[config.mk]
export PLATFORM = sky130hd
export DESIGN_NAME = wdt_keyed_top
export DESIGN_NICKNAME = d
export VERILOG_FILES = /design/src/rtl/wdt_keyed_pkg.sv /design/src/rtl/wdt_key_seq.sv /design/src/rtl/wdt_mc_prescaler.sv /design/src/rtl/wdt_interval_counter.sv /design/src/rtl/wdt_rst_stretch.sv /design/src/rtl/wdt_keyed_top.sv
export SDC_FILE = /design/constraint.sdc
export NUM_CORES = 1
export LEC_CHECK = 0
export BUFFER_PORTS_ARGS = -buffer_cell sky130_fd_sc_hd__buf_4
export CAP_MARGIN = 20
export CORE_ASPECT_RATIO = 0.8
export CORE_MARGIN = 4
export CORE_UTILIZATION = 50
export CTS_BUF_LIST = sky130_fd_sc_hd__clkbuf_4 sky130_fd_sc_hd__clkbuf_8 sky130_fd_sc_hd__clkbuf_16
export DETAILED_ROUTE_END_ITERATION = 8
export PLACE_DENSITY = 0.75
export SYNTH_ARGS = -nofsm -noshare
export SYNTH_HDL_FRONTEND = slang
export SYNTH_SLANG_ARGS = --single-unit
[constraint.sdc]
create_clock -name clk -period 1.2 [get_ports clk]
set_input_delay 0 -clock clk [delete_from_list [all_inputs] [get_ports clk]]
set_output_delay 0 -clock clk [all_outputs]
set_load 0.05 [all_outputs]
[src/rtl/wdt_keyed_pkg.sv]
package wdt_keyed_pkg;

  // Write target decoded from wr_sel
  typedef enum logic {
    REG_PROG = 1'b0,
    REG_SVC  = 1'b1
  } wdt_reg_e;

  localparam logic [7:0] KEY_OPEN  = 8'h1E;
  localparam logic [7:0] KEY_CLOSE = 8'hE1;

endpackage

[src/rtl/wdt_key_seq.sv]
// Two-write unlock detector for the service register
module wdt_key_seq
  import wdt_keyed_pkg::*;
#(
  parameter int DW = 8,
  parameter logic [DW-1:0] KEY_A = DW'(KEY_OPEN),
  parameter logic [DW-1:0] KEY_B = DW'(KEY_CLOSE)
) (
  input  logic          clk,
  input  logic          rst_n,
  input  logic          wr_en,
  input  logic          wr_sel,
  input  logic [DW-1:0] wr_data,
  output logic          kick
);

  logic armed_q, armed_d;
  logic svc_wr, hit_a, hit_b;

  always_comb begin
    svc_wr  = wr_en && (wr_sel == 1'(REG_SVC));
    hit_a   = svc_wr && (wr_data == KEY_A);
    hit_b   = svc_wr && (wr_data == KEY_B);
    armed_d = armed_q;
    // Any write decides the armed state afresh: only the opening key arms
    if (wr_en) armed_d = hit_a;
    kick    = hit_b && armed_q;
  end

  always_ff @(posedge clk or negedge rst_n) begin
    if (!rst_n) armed_q <= 1'b0;
    else        armed_q <= armed_d;
  end

endmodule

[src/rtl/wdt_mc_prescaler.sv]
// Divides enabled clocks into machine-cycle ticks
module wdt_mc_prescaler #(
  parameter int SLOW_CLKS = 12,
  parameter int FAST_CLKS = 6
) (
  input  logic clk,
  input  logic rst_n,
  input  logic run,
  input  logic kick,
  input  logic step,
  input  logic fast,
  output logic tick
);

  localparam int PW = (SLOW_CLKS > 2) ? $clog2(SLOW_CLKS) : 1;
  localparam logic [PW-1:0] SLOW_M1 = PW'(SLOW_CLKS - 1);
  localparam logic [PW-1:0] FAST_M1 = PW'(FAST_CLKS - 1);

  logic [PW-1:0] div_q, div_d, div_m1;

  always_comb begin
    div_m1 = fast ? FAST_M1 : SLOW_M1;
    tick   = run && !kick && step && (div_q >= div_m1);
    div_d  = div_q;
    if (kick || !run)  div_d = '0;
    else if (tick)     div_d = '0;
    else if (step)     div_d = div_q + 1'b1;
  end

  always_ff @(posedge clk or negedge rst_n) begin
    if (!rst_n) div_q <= '0;
    else        div_q <= div_d;
  end

endmodule

[src/rtl/wdt_interval_counter.sv]
// Machine-cycle counter with selectable interval
module wdt_interval_counter #(
  parameter int PRE_W = 14,
  parameter int SEL_W = 3,
  localparam int CNT_W = PRE_W + (1 << SEL_W) - 1
) (
  input  logic             clk,
  input  logic             rst_n,
  input  logic             kick,
  input  logic             tick,
  input  logic [SEL_W-1:0] sel,
  output logic             run,
  output logic [CNT_W-1:0] cnt,
  output logic             expire
);

  logic             run_q, run_d;
  logic [CNT_W-1:0] cnt_q, cnt_d;
  logic [CNT_W:0]   span;
  logic [CNT_W-1:0] last_val;

  always_comb begin
    // interval = 2^(PRE_W+sel) - 1 ticks; expiry on the tick seen at interval-1
    span     = {{CNT_W{1'b0}}, 1'b1} << (PRE_W + int'(sel));
    last_val = CNT_W'(span - (CNT_W + 1)'(2));
    expire   = run_q && tick && !kick && (cnt_q >= last_val);
    run_d    = run_q;
    cnt_d    = cnt_q;
    if (kick) begin
      run_d = 1'b1;
      cnt_d = '0;
    end else if (expire) begin
      run_d = 1'b0;
      cnt_d = '0;
    end else if (run_q && tick) begin
      cnt_d = cnt_q + 1'b1;
    end
  end

  always_ff @(posedge clk or negedge rst_n) begin
    if (!rst_n) begin
      run_q <= 1'b0;
      cnt_q <= '0;
    end else begin
      run_q <= run_d;
      cnt_q <= cnt_d;
    end
  end

  assign run = run_q;
  assign cnt = cnt_q;

endmodule

[src/rtl/wdt_rst_stretch.sv]
// Fixed-length reset request pulse
module wdt_rst_stretch #(
  parameter int PULSE_CLKS = 16
) (
  input  logic clk,
  input  logic rst_n,
  input  logic expire,
  output logic pulse
);

  localparam int PCW = $clog2(PULSE_CLKS + 1);

  logic [PCW-1:0] left_q, left_d;

  always_comb begin
    left_d = left_q;
    if (expire)             left_d = PCW'(PULSE_CLKS);
    else if (left_q != '0)  left_d = left_q - 1'b1;
  end

  always_ff @(posedge clk or negedge rst_n) begin
    if (!rst_n) left_q <= '0;
    else        left_q <= left_d;
  end

  assign pulse = (left_q != '0);

endmodule

[src/rtl/wdt_keyed_top.sv]
module wdt_keyed_top
  import wdt_keyed_pkg::*;
#(
  parameter int PRE_W      = 14,
  parameter int SEL_W      = 3,
  parameter int SLOW_CLKS  = 12,
  parameter int FAST_CLKS  = 6,
  parameter int PULSE_CLKS = 16,
  parameter int DW         = 8
) (
  input  logic          clk,
  input  logic          rst_n,
  input  logic          clk_en,
  input  logic          pwr_down,
  input  logic          fast_mode,
  input  logic          wr_en,
  input  logic          wr_sel,
  input  logic [DW-1:0] wr_data,
  output logic          wdt_rst
);

  localparam int CNT_W = PRE_W + (1 << SEL_W) - 1;

  // Reset: asserted asynchronously, released on a clock edge
  logic rst_meta_q, rst_ns;

  always_ff @(posedge clk or negedge rst_n) begin
    if (!rst_n) begin
      rst_meta_q <= 1'b0;
      rst_ns     <= 1'b0;
    end else begin
      rst_meta_q <= 1'b1;
      rst_ns     <= rst_meta_q;
    end
  end

  // Program register
  logic [SEL_W-1:0] sel_q, sel_d;

  always_comb begin
    sel_d = sel_q;
    if (wr_en && (wr_sel == 1'(REG_PROG))) sel_d = wr_data[SEL_W-1:0];
  end

  always_ff @(posedge clk or negedge rst_ns) begin
    if (!rst_ns) sel_q <= '0;
    else         sel_q <= sel_d;
  end

  logic             kick, tick, run, expire, step;
  logic [CNT_W-1:0] cnt;

  // Counting is paused by a halted oscillator or a low enable
  assign step = clk_en && !pwr_down;

  wdt_key_seq #(
    .DW(DW)
  ) u_key (
    .clk    (clk),
    .rst_n  (rst_ns),
    .wr_en  (wr_en),
    .wr_sel (wr_sel),
    .wr_data(wr_data),
    .kick   (kick)
  );

  wdt_mc_prescaler #(
    .SLOW_CLKS(SLOW_CLKS),
    .FAST_CLKS(FAST_CLKS)
  ) u_presc (
    .clk  (clk),
    .rst_n(rst_ns),
    .run  (run),
    .kick (kick),
    .step (step),
    .fast (fast_mode),
    .tick (tick)
  );

  wdt_interval_counter #(
    .PRE_W(PRE_W),
    .SEL_W(SEL_W)
  ) u_cnt (
    .clk   (clk),
    .rst_n (rst_ns),
    .kick  (kick),
    .tick  (tick),
    .sel   (sel_q),
    .run   (run),
    .cnt   (cnt),
    .expire(expire)
  );

  wdt_rst_stretch #(
    .PULSE_CLKS(PULSE_CLKS)
  ) u_pulse (
    .clk   (clk),
    .rst_n (rst_ns),
    .expire(expire),
    .pulse (wdt_rst)
  );

endmodule

==> results list <==
- The flow ran to the end, but the final reports show violations.
* Failing checks: setup timing
- Antenna diode count: 0
- Combined area of all synthesized cells: between 2000 and 3000 sq um
* Sequential fraction of the synthesis area: 34.8%
- Synth Area per Inst: 8.53 sq um
- Buffers inserted during clock tree synthesis total 5.
- Total count of max-transition violations in the final report: 0
* Number of enable-type register cells in the synthesized netlist: 0
- Area growth from synthesis to layout: 46.4%
* Wire length of the first global-routing pass: ~14000 um
* Clock insertion delay at the later pin of the skew report: 0.29 ns
- Final wirelength: roughly 8800 um
- After clock tree synthesis, the clock-pin slew on the worst setup and hold paths is 0.07 ns.
* CORE AREA: 5060 sq um
* Vias after detailed routing: 2980
* H-tree levels: 2
* Class of the tightest hold or removal check: primary input to flip-flop
* Predominant post-synthesis flop cell: sky130_fd_sc_hd__dfrtp_1
* Worst clock skew: slightly below 0.005 ns
- Total power: about 3100 uW
- In the synthesized netlist the async set-or-reset flop fraction comes to 100%.
- Commonest cells in the netlist: 38 x sky130_fd_sc_hd__nand2_1, 37 x sky130_fd_sc_hd__dfrtp_1, 32 x sky130_fd_sc_hd__ha_1
- For this run, the number of Yosys warnings is 0.
- Among all cell types in the netlist, the one instantiated most often is sky130_fd_sc_hd__nand2_1.
- Data on the critical path is required at its endpoint by around 1.4 ns.
- Via count of the first global-routing pass: 2908
- Power spread over the standard cell area amounts to 785 nW/um^2.
* Total number of nets in the final design: 471
- Data arrives at the worst endpoint at about 3.1 ns.
* Biggest area consumer among synthesized cells: sky130_fd_sc_hd__dfrtp_1
- In this run, synthesis produced a sequential element count of 37.
* Number of distinct library cells after synthesis: 49
* Sum of overflow across all layers after global routing: 0
* Worst Setup Start Kind: flip-flop
- 16 I/O pins were placed.
- For this run, design rule violations remaining after detail routing come to 0.
* Critical path capture point type: flip-flop
- Post-route ant nets: 0
- Unrepaired setup endpoints after global routing: true
* Area share of the leading cell type in the synthesized netlist: 34.8%
- Row cnt: 23
- Fin crit period: around 2.9 ns
* Average detailed-routed wire length per instance: about 18 um
- Max Fclk: 344 MHz
- Cell at the root of the clock tree: sky130_fd_sc_hd__clkbuf_8
* Fraction of final layout cells with drive strength greater than 1: about two fifths
* Sink count of the clock tree: 37
- The HPWL after detailed placement is 5520 um.
- Largest fanout on the critical path: 4
* VDD IR-drop max: 0.000722 V
- The hold violation count in the final report is 0.
- Number of iterations in the first detailed-routing pass: 5
* Bufs on Longest Clock Path: 2
* Top post-synthesis cells by area: sky130_fd_sc_hd__dfrtp_1 35%, sky130_fd_sc_hd__ha_1 15%, sky130_fd_sc_hd__nand2_1 5.4%
- Setup ws final: -1.71 ns
- Total track usage: 26.9%
- Setup Crit Path Kind: flip-flop to flip-flop
* Largest net degree at the start of global routing: 22
* Leakage power of the design: 0.00184 uW
- Via count normalized by instance count: 6.12
- Port-buffer cells: 15
- The die is 89.6 um wide.
- Placer congestion estimate: slightly above 0.9
- Initial core utilization: 52.5%
* TritonCTS clock tree: yes
- Antenna violations before repair: 0
- Drt first-iter violations: 347
* Post-Synthesis Cells: 312
* Die height: ~73 um
- Number of max-capacitance violations reported: 0
* Final Hold Slack: 0.0102 ns
- Total Die Area: 6560 sq um
- Number of setup violations in the final report: 32
- The worst path uses 243% of the clock period.
## placed cells by master (no fill, tap or decap), drive strengths merged, types with 3 or more instances in the layout
cell type  instances
nand4             17
o21ai             14
or3                5
nor3              10
xnor2              4
nand2b             5
a21oi             14
nor2              21
clkbuf             6
a31oi             13
xor2               3
buf              108
and2               4
nand2             39
ha                32
o22ai             11
dfrtp             37
and3               4
conb               7
nand3             10
inv               26
o311ai             4
nor4               3
## final timing paths
check | from | endpoint | slack, ns | cells past startpoint
worst max-delay path | sel_q[2]$_DFFE_PN0P_ | u_pulse.left_q[3]$_DFFE_PN0P_ | -1.71 | 14
worst min-delay path | wr_data[1] | sel_q[1]$_DFFE_PN0P_ | 0.01 | 4
worst max register to register | sel_q[2]$_DFFE_PN0P_ | u_pulse.left_q[3]$_DFFE_PN0P_ | -1.71 | 14
worst min register to register | rst_ns$_DFF_PN0_ | u_presc.div_q[3]$_DFFE_PN0P_ | 0.09 | 0
max in group asynchronous | rst_ns$_DFF_PN0_ | u_cnt.cnt[2]$_DFFE_PN0P_ | 0.55 | 1
min in group asynchronous | rst_n | rst_ns$_DFF_PN0_ | 0.06 | 2
## flip-flops by register name, summed over array words and instances, names as in the netlist
name,count
u_key.armed_q,1
u_presc.div_q,4
rst_ns,1
u_cnt.cnt,21
sel_q,3
u_cnt.run,1
u_pulse.left_q,5
rst_meta_q,1
## where the power goes
part	internal, uW	leakage [uW]	switching, uW
Combinational	399	0.00134	496
Clock	426	0.0000484	459
Sequential	1260	0.000449	14.3
## layer usage
metal  vias up  routed length [um]  track usage, %
li1       1343                   -               -
met4         0                 326            8.10
met2       173                4330            46.3
met1      1415                3430            33.3
met3        49                 688            5.98
met5         -                   0               0
## kinds of logic (layout without fill, tap and decap cells)
logic type,Yosys count,count (layout),share of synthesized area (%)
other,2,7,0.282
AND/OR/NAND/NOR,125,125,24.6
flip-flops,37,37,34.8
buffers and inverters,36,144,5.50
XOR/XNOR,7,7,2.30
adder cells (fa/ha/maj),32,32,15.1
multiplexers,2,2,0.753
AO/OA/AOI/OAI,71,71,16.7
## per-stage QoR
step                      setup TNS (ns)  cells  worst slack [ns]  instance area (sq um)  util [%]
after global placement            -40.26    468             -1.51                   3500      69.1
after detailed placement          -42.79    468             -1.62                   3500      69.1
final                             -46.11    487             -1.71                   3890      76.9
after CTS                         -41.89    484             -1.55                   3790      74.9
after floorplan                   -39.30    317             -1.49                   2740         -
after global routing              -48.91    487             -1.83                   3890      76.9
## worst max-delay path: stages, from the launching register on
cell and delay (ns):
sky130_fd_sc_hd__dfrtp_1 0.37, sky130_fd_sc_hd__inv_2 0.08, sky130_fd_sc_hd__ha_4 0.28, sky130_fd_sc_hd__inv_2 0.05
sky130_fd_sc_hd__or3_4 0.33, sky130_fd_sc_hd__xnor2_1 0.14, sky130_fd_sc_hd__ha_1 0.35, sky130_fd_sc_hd__nand2_1 0.11
sky130_fd_sc_hd__o211ai_1 0.21, sky130_fd_sc_hd__a21oi_1 0.10, sky130_fd_sc_hd__a31o_2 0.29, sky130_fd_sc_hd__buf_6 0.16
sky130_fd_sc_hd__nor3_4 0.15, sky130_fd_sc_hd__buf_4 0.16, sky130_fd_sc_hd__nor2_1 0.04
## cell type report
class / instances / area (sq um)
Timing Repair Buffer: 110 / 870
Inverter: 26 / 100
Clock buffer: 6 / 76.3
Multi-Input combinational cell: 244 / 1830
Clock inverter: 2 / 10.0
Sequential cell: 37 / 927
Fill cell: 287 / 1170
Tap cell: 62 / 77.6
## repair_timing
item / in CTS / in global routing
pin swaps: 3 / 5
buffers inserted: 6 / 4
endpoints found under the setup margin: 32 / 32
hold buffers: 2 / 0
gates resized for setup: 36 / 14
hold endpoints to repair: 3 / 0
Power figures use the tool's default switching activity.
